$ cat src/rtl/flash_cmd_pkg.sv
package flash_cmd_pkg;
  typedef enum logic [2:0] {
    S_IDLE, S_UNL1, S_UNL2, S_PROG, S_ERA3, S_ERA4, S_ERA5
  } seq_st_t;

  typedef enum logic [1:0] {OP_NONE, OP_PROG, OP_SECT, OP_BANK} op_t;

  localparam logic [7:0] D_KEY_A  = 8'hAA;
  localparam logic [7:0] D_KEY_B  = 8'h55;
  localparam logic [7:0] D_PROG   = 8'hA0;
  localparam logic [7:0] D_ERASE  = 8'h80;
  localparam logic [7:0] D_SECTOR = 8'h30;
  localparam logic [7:0] D_WHOLE  = 8'h10;
  localparam logic [15:0] A_KEY_X = 16'h5555;
  localparam logic [15:0] A_KEY_Y = 16'h2AAA;
  localparam int SECT_LSB = 12;

  // program can only pull bits low
  function automatic logic [7:0] prog_merge(logic [7:0] old_b, logic [7:0] new_b);
    return old_b & new_b;
  endfunction

  function automatic logic [7:0] status_byte(op_t op, logic tgt7, logic tog);
    return {(op == OP_PROG) ? ~tgt7 : 1'b0, tog, 6'b0};
  endfunction
endpackage

$ cat src/rtl/flash_strobe.sv
module flash_strobe #(
  parameter int ADDR_W = 18
) (
  input  logic              clk,
  input  logic              rst_n,
  input  logic              ce_n,
  input  logic              we_n,
  input  logic              oe_n,
  input  logic [ADDR_W-1:0] addr,
  input  logic [7:0]        wdata,
  output logic              wr_done,
  output logic [ADDR_W-1:0] wr_addr,
  output logic [7:0]        wr_data,
  output logic              rd_act,
  output logic              rd_done
);
  logic wr_act, wr_q, rd_q;

  assign wr_act  = !ce_n && !we_n;
  assign rd_act  = !ce_n && !oe_n && we_n;
  assign wr_done = wr_q && !wr_act;
  assign rd_done = rd_q && !rd_act;

  always_ff @(posedge clk) begin
    if (!rst_n) begin
      wr_q    <= 1'b0;
      rd_q    <= 1'b0;
      wr_addr <= '0;
      wr_data <= '0;
    end else begin
      wr_q <= wr_act;
      rd_q <= rd_act;
      if (wr_act && !wr_q) wr_addr <= addr;  // later strobe falls
      if (wr_act)          wr_data <= wdata; // last value before first rise
    end
  end

  assert_addr_held_R4: assert property (@(posedge clk) disable iff (!rst_n)
    (wr_act && wr_q) |=> $stable(wr_addr));
endmodule

$ cat src/rtl/flash_seq.sv
module flash_seq
  import flash_cmd_pkg::*;
#(
  parameter int ADDR_W = 18
) (
  input  logic              clk,
  input  logic              rst_n,
  input  logic              wr_done,
  input  logic [ADDR_W-1:0] wr_addr,
  input  logic [7:0]        wr_data,
  input  logic              busy,
  output logic              launch,
  output op_t               op
);
  localparam logic [ADDR_W-1:0] AX = ADDR_W'(A_KEY_X);
  localparam logic [ADDR_W-1:0] AY = ADDR_W'(A_KEY_Y);

  seq_st_t st, nxt;

  function automatic logic hit(logic [ADDR_W-1:0] a, logic [7:0] d,
                               logic [ADDR_W-1:0] ea, logic [7:0] ed);
    return (a == ea) && (d == ed);
  endfunction

  always_comb begin
    nxt    = st;
    launch = 1'b0;
    op     = OP_NONE;
    if (wr_done) begin
      nxt = S_IDLE;
      if (!busy) begin
        unique case (st)
          S_IDLE: if (hit(wr_addr, wr_data, AX, D_KEY_A)) nxt = S_UNL1;
          S_UNL1: if (hit(wr_addr, wr_data, AY, D_KEY_B)) nxt = S_UNL2;
          S_UNL2: begin
            if (hit(wr_addr, wr_data, AX, D_PROG))       nxt = S_PROG;
            else if (hit(wr_addr, wr_data, AX, D_ERASE)) nxt = S_ERA3;
          end
          S_PROG: begin launch = 1'b1; op = OP_PROG; end
          S_ERA3: if (hit(wr_addr, wr_data, AX, D_KEY_A)) nxt = S_ERA4;
          S_ERA4: if (hit(wr_addr, wr_data, AY, D_KEY_B)) nxt = S_ERA5;
          S_ERA5: begin
            if (wr_data == D_SECTOR) begin
              launch = 1'b1; op = OP_SECT;
            end else if (hit(wr_addr, wr_data, AX, D_WHOLE)) begin
              launch = 1'b1; op = OP_BANK;
            end
          end
          default: nxt = S_IDLE;
        endcase
      end
    end
  end

  always_ff @(posedge clk) begin
    if (!rst_n) st <= S_IDLE;
    else        st <= nxt;
  end

  assert_launch_from_tail_R9: assert property (@(posedge clk) disable iff (!rst_n)
    launch |-> (st == S_PROG || st == S_ERA5));
endmodule

$ cat src/rtl/flash_core.sv
module flash_core
  import flash_cmd_pkg::*;
#(
  parameter int SECT_KEEP = 2,
  parameter int OFFS_KEEP = 4,
  parameter int PROG_CYC  = 20,
  parameter int SERA_CYC  = 40,
  parameter int BERA_CYC  = 60
) (
  input  logic                           clk,
  input  logic                           rst_n,
  input  logic                           launch,
  input  op_t                            op,
  input  logic [SECT_KEEP+OFFS_KEEP-1:0] op_idx,
  input  logic [7:0]                     op_data,
  input  logic                           rd_act,
  input  logic                           rd_done,
  input  logic [SECT_KEEP+OFFS_KEEP-1:0] rd_idx,
  output logic                           busy,
  output logic [7:0]                     rdata
);
  localparam int IDX_W = SECT_KEEP + OFFS_KEEP;
  localparam int DEPTH = 1 << IDX_W;
  localparam int MAXL  = (PROG_CYC > SERA_CYC) ?
                         ((PROG_CYC > BERA_CYC) ? PROG_CYC : BERA_CYC) :
                         ((SERA_CYC > BERA_CYC) ? SERA_CYC : BERA_CYC);
  localparam int CNT_W = $clog2(MAXL + 1);

  logic [7:0]       mem [DEPTH];
  op_t              cur;
  logic [IDX_W-1:0] t_idx;
  logic [7:0]       t_data;
  logic [CNT_W-1:0] cnt;
  logic             tog;

  function automatic logic [CNT_W-1:0] job_len(op_t k);
    case (k)
      OP_SECT: return CNT_W'(SERA_CYC - 1);
      OP_BANK: return CNT_W'(BERA_CYC - 1);
      default: return CNT_W'(PROG_CYC - 1);
    endcase
  endfunction

  function automatic logic same_sector(int i, logic [IDX_W-1:0] t);
    logic [IDX_W-1:0] iv;
    iv = IDX_W'(i);
    return iv[IDX_W-1:OFFS_KEEP] == t[IDX_W-1:OFFS_KEEP];
  endfunction

  always_ff @(posedge clk) begin
    if (!rst_n) begin
      busy   <= 1'b0;
      cnt    <= '0;
      cur    <= OP_NONE;
      t_idx  <= '0;
      t_data <= '0;
      tog    <= 1'b0;
      for (int i = 0; i < DEPTH; i++) mem[i] <= 8'hFF;
    end else if (launch && !busy) begin
      busy   <= 1'b1;
      cnt    <= job_len(op);
      cur    <= op;
      t_idx  <= op_idx;
      t_data <= op_data;
      tog    <= 1'b0;
    end else if (busy) begin
      if (rd_done) tog <= ~tog;
      if (cnt != 0) cnt <= cnt - 1'b1;
      else begin
        busy <= 1'b0;
        case (cur)
          OP_PROG: mem[t_idx] <= prog_merge(mem[t_idx], t_data);
          OP_SECT: for (int i = 0; i < DEPTH; i++)
                     if (same_sector(i, t_idx)) mem[i] <= 8'hFF;
          OP_BANK: for (int i = 0; i < DEPTH; i++) mem[i] <= 8'hFF;
          default: ;
        endcase
      end
    end
  end

  always_comb begin
    if (!rd_act)   rdata = 8'h00;
    else if (busy) rdata = status_byte(cur, t_data[7], tog);
    else           rdata = mem[rd_idx];
  end

  assert_no_launch_busy_R8: assert property (@(posedge clk) disable iff (!rst_n)
    busy |-> !launch);
  assert_status_low_R10: assert property (@(posedge clk) disable iff (!rst_n)
    (rd_act && busy) |-> (rdata[5:0] == 6'd0));
  assert_toggle_flip_R10: assert property (@(posedge clk) disable iff (!rst_n)
    (busy && rd_done) |=> (tog != $past(tog)));
  assert_busy_drop_R5: assert property (@(posedge clk) disable iff (!rst_n)
    $fell(busy) |-> ($past(cnt) == '0));
endmodule

$ cat src/rtl/nor_cmd_decoder.sv
module nor_cmd_decoder
  import flash_cmd_pkg::*;
#(
  parameter int ADDR_W    = 18,
  parameter int SECT_KEEP = 2,
  parameter int OFFS_KEEP = 4,
  parameter int PROG_CYC  = 20,
  parameter int SERA_CYC  = 40,
  parameter int BERA_CYC  = 60
) (
  input  logic              clk,
  input  logic              rst_n,
  input  logic              ce_n,
  input  logic              we_n,
  input  logic              oe_n,
  input  logic [ADDR_W-1:0] addr,
  input  logic [7:0]        wdata,
  output logic [7:0]        rdata,
  output logic              busy
);
  localparam int IDX_W = SECT_KEEP + OFFS_KEEP;

  logic              wr_done, rd_act, rd_done, launch;
  logic [ADDR_W-1:0] wr_addr;
  logic [7:0]        wr_data;
  op_t               op;
  logic [IDX_W-1:0]  op_idx, rd_idx;

  function automatic logic [IDX_W-1:0] to_idx(logic [ADDR_W-1:0] a);
    return {a[SECT_LSB +: SECT_KEEP], a[OFFS_KEEP-1:0]};
  endfunction

  assign op_idx = to_idx(wr_addr);
  assign rd_idx = to_idx(addr);

  flash_strobe #(.ADDR_W(ADDR_W)) u_strobe (
    .clk(clk), .rst_n(rst_n), .ce_n(ce_n), .we_n(we_n), .oe_n(oe_n),
    .addr(addr), .wdata(wdata), .wr_done(wr_done), .wr_addr(wr_addr),
    .wr_data(wr_data), .rd_act(rd_act), .rd_done(rd_done)
  );

  flash_seq #(.ADDR_W(ADDR_W)) u_seq (
    .clk(clk), .rst_n(rst_n), .wr_done(wr_done), .wr_addr(wr_addr),
    .wr_data(wr_data), .busy(busy), .launch(launch), .op(op)
  );

  flash_core #(
    .SECT_KEEP(SECT_KEEP), .OFFS_KEEP(OFFS_KEEP),
    .PROG_CYC(PROG_CYC), .SERA_CYC(SERA_CYC), .BERA_CYC(BERA_CYC)
  ) u_core (
    .clk(clk), .rst_n(rst_n), .launch(launch), .op(op), .op_idx(op_idx),
    .op_data(wr_data), .rd_act(rd_act), .rd_done(rd_done), .rd_idx(rd_idx),
    .busy(busy), .rdata(rdata)
  );
endmodule

$ cat config.mk
export PLATFORM = sky130hd
export DESIGN_NAME = nor_cmd_decoder
export DESIGN_NICKNAME = d
export VERILOG_FILES = /design/src/rtl/flash_cmd_pkg.sv /design/src/rtl/flash_strobe.sv /design/src/rtl/flash_seq.sv /design/src/rtl/flash_core.sv /design/src/rtl/nor_cmd_decoder.sv
export SDC_FILE = /design/constraint.sdc
export NUM_CORES = 1
export LEC_CHECK = 0
export ABC_CLOCK_PERIOD_IN_PS = 5100
export BUFFER_PORTS_ARGS = -buffer_cell sky130_fd_sc_hd__buf_2
export CORE_MARGIN = 2
export CORE_UTILIZATION = 55
export DETAILED_ROUTE_END_ITERATION = 10
export GPL_TIMING_DRIVEN = 0
export PLACE_DENSITY_LB_ADDON = 0.1
export REMOVE_ABC_BUFFERS = 1
export SLEW_MARGIN = 20
export SYNTH_ARGS = -nofsm -noshare
export SYNTH_HDL_FRONTEND = slang
export SYNTH_SLANG_ARGS = --single-unit
export TNS_END_PERCENT = 1
$ cat constraint.sdc
create_clock -name clk -period 5.1 [get_ports clk]
set_input_delay 1.53 -clock clk [delete_from_list [all_inputs] [get_ports clk]]
set_output_delay 1.53 -clock clk [all_outputs]
set_load 0.01 [all_outputs]
==> flow_metrics.py <==
metrics = {
    "synth": {
        "syn_inst": 2120,
        "ys_seq_area_share_pct": 56.2,
        "synth_mux_area_share_pct": 25.0,
        "synth_fa_ha_area_share_pct": 0.0847,
        "synth_compound_area_share_pct": 3.80,
        "async_reset_ff_share_pct": 0,
        "ys_ff_latch": 573,
        "synth_warnings": 0,
        "avgSynthCellArea_um2": 13.9,
        "synth-simple-area-share_pct": 11.6,
        "syn_area_um2": 29600,
        "synth_xor_area_share_pct": 0.0889,
        "synth_top_family_by_area": "multiplexers",
        "ys.flop_type": "edfxtp_1",
        "synth_edf_count": 512,
        "ys_types": 60,
    },
    "clocking": {
        "cts_tree": "done",
        "root_buffer": "clkbuf_16",
        "ctsHtreeMaxLevel": 2,
        "insertion_delay_ns": 0.65,
        "clkTransAtPathRegs_ns": 0.06,
        "cts_sinks": 573,
        "numCtsBuffers": 61,
        "postCtsHoldBufs": 0,
        "max-clock-path-buffers": 3,
    },
    "setup_path": {
        "worstSetupStartpointType": "input port",
        "path_max_fanout": 8,
        "crit_path_max_incr_delay_ns": 0.59,
        "cp-startpoint": "addr[0]",
        "crit_type": "input port to output pin",
        "cp.arrival_ns": 3.79,
        "reg2reg_to": "u_core.mem[57][5]",
        "cpMostUsedCell": "buf_16",
        "crit_chain": "buf_16 > buf_16 > buf_16 > mux4_2 > mux4_2 > mux2i_2 > o22ai_2 > buf_2",
        "r2r_slack_ns": 0.39,
        "r2r_cells": 12,
        "required_ns": 3.57,
        "cp_slowest_cell": "mux4_2",
        "cp-endpoint": "rdata[5]",
        "crit_path_end_kind": "output pin",
    },
    "floorplanning": {
        "ios": 40,
        "die_h_um": 236,
        "core_area_um2": 52900,
        "die_w_um": 236,
        "rows": 84,
        "start_util_pct": 55.9,
        "die_area_um2": 55600,
    },
    "global_route": {
        "grt_pass1_wl_mm": 133,
        "gr-usage-all-layers_pct": 33.3,
        "grt_antenna_before_repair": 0,
        "grt_pass1_vias": 19400,
        "grt_remaining_overflow": 0,
        "grt_max_degree": 55,
    },
    "sta": {
        "period_needed_ns": 5.32,
        "tightest_slew_ns": 1.14,
        "worst_slack_ns": -0.217,
        "min_period_over_period_pct": 104,
        "hold_ws_ns": 0.460,
        "hold_viol_final": 0,
        "drv_slew": 0,
        "maxSlewHeadroom_pct": 23.6,
        "finalClockSkew_ns": 0.0222,
        "rsz0062_at_grt": "yes",
        "final-setup-viol-count": 8,
        "max_freq_ghz": 0.188,
    },
    "run_status": {
        "violations": "setup timing",
        "status": "finished, violations left",
    },
    "power_and_ir_drop": {
        "p_comb_share_pct": 8.1,
        "p_clk_share_pct": 42.1,
        "p_int_mw": 8.39,
        "power_density_nw_per_um2": 328,
        "switching_share_pct": 23.2,
        "p_leak_nw": 10.3,
        "seq_power_share_pct": 49.8,
        "total_power_mw": 10.9,
        "p_sw_mw": 2.54,
        "ir_drop_mv": 0.284,
    },
    "place": {
        "placedCellCount": 2713,
        "dp_hpwl_mm": 58.4,
        "placement.io_buffers": 39,
        "placed_area_um2": 30600,
        "place.gp.congestion": 0.865,
    },
    "layout": {
        "stdcell_area_um2": 33400,
        "syn_to_final_growth_pct": 12.9,
        "layout-drive-gt1-share_pct": 25.5,
        "final_cells": 2852,
        "nNetsFinal": 2145,
        "final_common_cell": "edfxtp_1",
        "most-common-layout-cells": "edfxtp_1 (512), nand2_1 (467), mux4_2 (276)",
        "post-route-util_pct": 63.1,
    },
    "flow_run": {
        "cap_violations": 0,
    },
    "detailed_routing": {
        "wl_per_cell_um": 32.0,
        "drt-vias-per-instance": 7.01,
        "drt_iter0_markers": 2831,
        "dr.pass1.iters": 6,
        "via_count": 20000,
        "wirelength_mm": 91.3,
        "drc": 0,
        "ant_nets": 0,
    },
    "worst_hold_path": {
        "min_path_type": "flop to flop",
    },
}
-- metrics by stage --
| stage | setup TNS, ns | setup slack, ns |
|---|---|---|
| global route | -1.37 | -0.206 |
| CTS | -1.18 | -0.177 |
| global placement | -3862.31 | -8.07 |
| detailed placement | -8.46 | -1.26 |
| floorplan | -1652.82 | -3.42 |
| finish | -1.32 | -0.217 |
-- area by class of cell --
type	count	area (µm²)
fill	3896	19500
inverter	9	33.8
timing repair buffer	110	1540
antenna	1	2.50
clock buffer	73	1650
tap	688	861
clock inverter	41	397
multi-input combinational	1357	12300
sequential	573	16600
-- sequential cells by signal, indices dropped and copies added, names as in the netlist, named ones only --
signal	cells
u_core.tog	1
u_core.cnt	6
u_seq.st	3
u_strobe.wr_data	8
u_core.busy	1
u_core.cur	2
u_core.t_idx	6
u_strobe.wr_addr	18
u_core.mem	512
u_core.t_data	8
u_strobe.rd_q	1
u_strobe.wr_q	1
-- timing repair --
item / CTS / global route
cloned: 12 / 0
endpoints found under the setup margin: 8 / 8
endpoints found under the hold margin: 0 / 0
pin swaps: 7 / 2
gates resized for setup: 51 / 10
setup buffers: 10 / 2
-- per-layer routing --
layer / vias to the layer above / routed length [µm] / track usage [%] / part of all wire (%)
met4: 0 / 4210 / 14.1 / 4.6
met2: 1364 / 42500 / 51.7 / 47
met3: 253 / 10400 / 6.45 / 11
li1: 8235 / - / - / -
met5: - / 0 / 0 / 0
met1: 10100 / 34200 / 46.7 / 37
-- power by group through the flow --
stage,Sequential [mW],Combinational (mW),Clock (mW)
4_1_cts,5.43,0.866,4.60
6_report,5.44,0.891,4.60
5_1_grt,5.46,0.913,4.78
2_1_floorplan,5.48,0.444,0
3_5_place_dp,5.53,0.764,0
3_3_place_gp,5.51,0.762,0
-- cells by family (layout without fill, tap and decap cells) --
family / Yosys count / after routing
AO/OA/AOI/OAI: 180 / 180
XOR/XNOR: 3 / 3
adder cells (fa/ha/maj): 2 / 2
buffers and inverters: 190 / 233
flip-flops: 573 / 573
multiplexers: 365 / 365
other: 0 / 1
AND/OR/NAND/NOR: 807 / 807
-- Yosys cell counts, drive strengths merged, types with 2 or more instances --
| cell type | count | area, µm² |
|---|---|---|
| a2111oi | 5 | 43.8 |
| a211oi | 4 | 30.0 |
| a21oi | 42 | 210 |
| a22o | 4 | 35.0 |
| a22oi | 2 | 15.0 |
| a311o | 2 | 20.0 |
| a311oi | 4 | 87.6 |
| a31oi | 2 | 12.5 |
| and2 | 6 | 37.5 |
| buf | 94 | 612 |
| clkbuf | 87 | 327 |
| dfxtp | 61 | 1220 |
| edfxtp | 512 | 15400 |
| ha | 2 | 25.0 |
| inv | 9 | 33.8 |
| mux2 | 12 | 146 |
| mux2i | 62 | 621 |
| mux4 | 291 | 6610 |
| nand2 | 469 | 1760 |
| nand2b | 10 | 62.6 |
| nand3 | 142 | 711 |
| nand3b | 2 | 15.0 |
| nand4 | 6 | 37.5 |
| nor2 | 120 | 450 |
| nor2b | 18 | 113 |
| nor3 | 12 | 70.1 |
| nor3b | 2 | 15.0 |
| nor4 | 2 | 12.5 |
| nor4b | 4 | 35.0 |
| nor4bb | 4 | 40.0 |
| o2111ai | 5 | 43.8 |
| o211ai | 6 | 45.0 |
| o21ai | 77 | 385 |
| o22ai | 16 | 100 |
| o31ai | 3 | 22.5 |
| o32ai | 2 | 17.5 |
| or3 | 4 | 25.0 |
| xor2 | 2 | 17.5 |
-- worst max-delay path: cells and delay by family --
family / cells / cell delay, ns
muxes: 3 / 1.37
buffers and inverters: 4 / 0.65
AOI/OAI and AO/OA: 1 / 0.18
-- worst min path at each step --
| stage | cells after the start | to | start | slack (ns) |
|---|---|---|---|---|
| CTS | 2 | u_strobe.wr_addr[15] | u_strobe.wr_addr[15] | 0.46 |
| global placement | 2 | u_strobe.wr_addr[15] | u_strobe.wr_addr[15] | 0.45 |
| floorplan | 2 | u_strobe.wr_addr[16] | u_strobe.wr_addr[16] | 0.44 |
| detailed placement | 2 | u_strobe.wr_addr[15] | u_strobe.wr_addr[15] | 0.45 |
| finish | 2 | u_strobe.wr_addr[15] | u_strobe.wr_addr[15] | 0.46 |
| global route | 2 | u_strobe.wr_addr[5] | u_strobe.wr_addr[5] | 0.50 |
No activity file was read; power rests on OpenSTA's default activity.
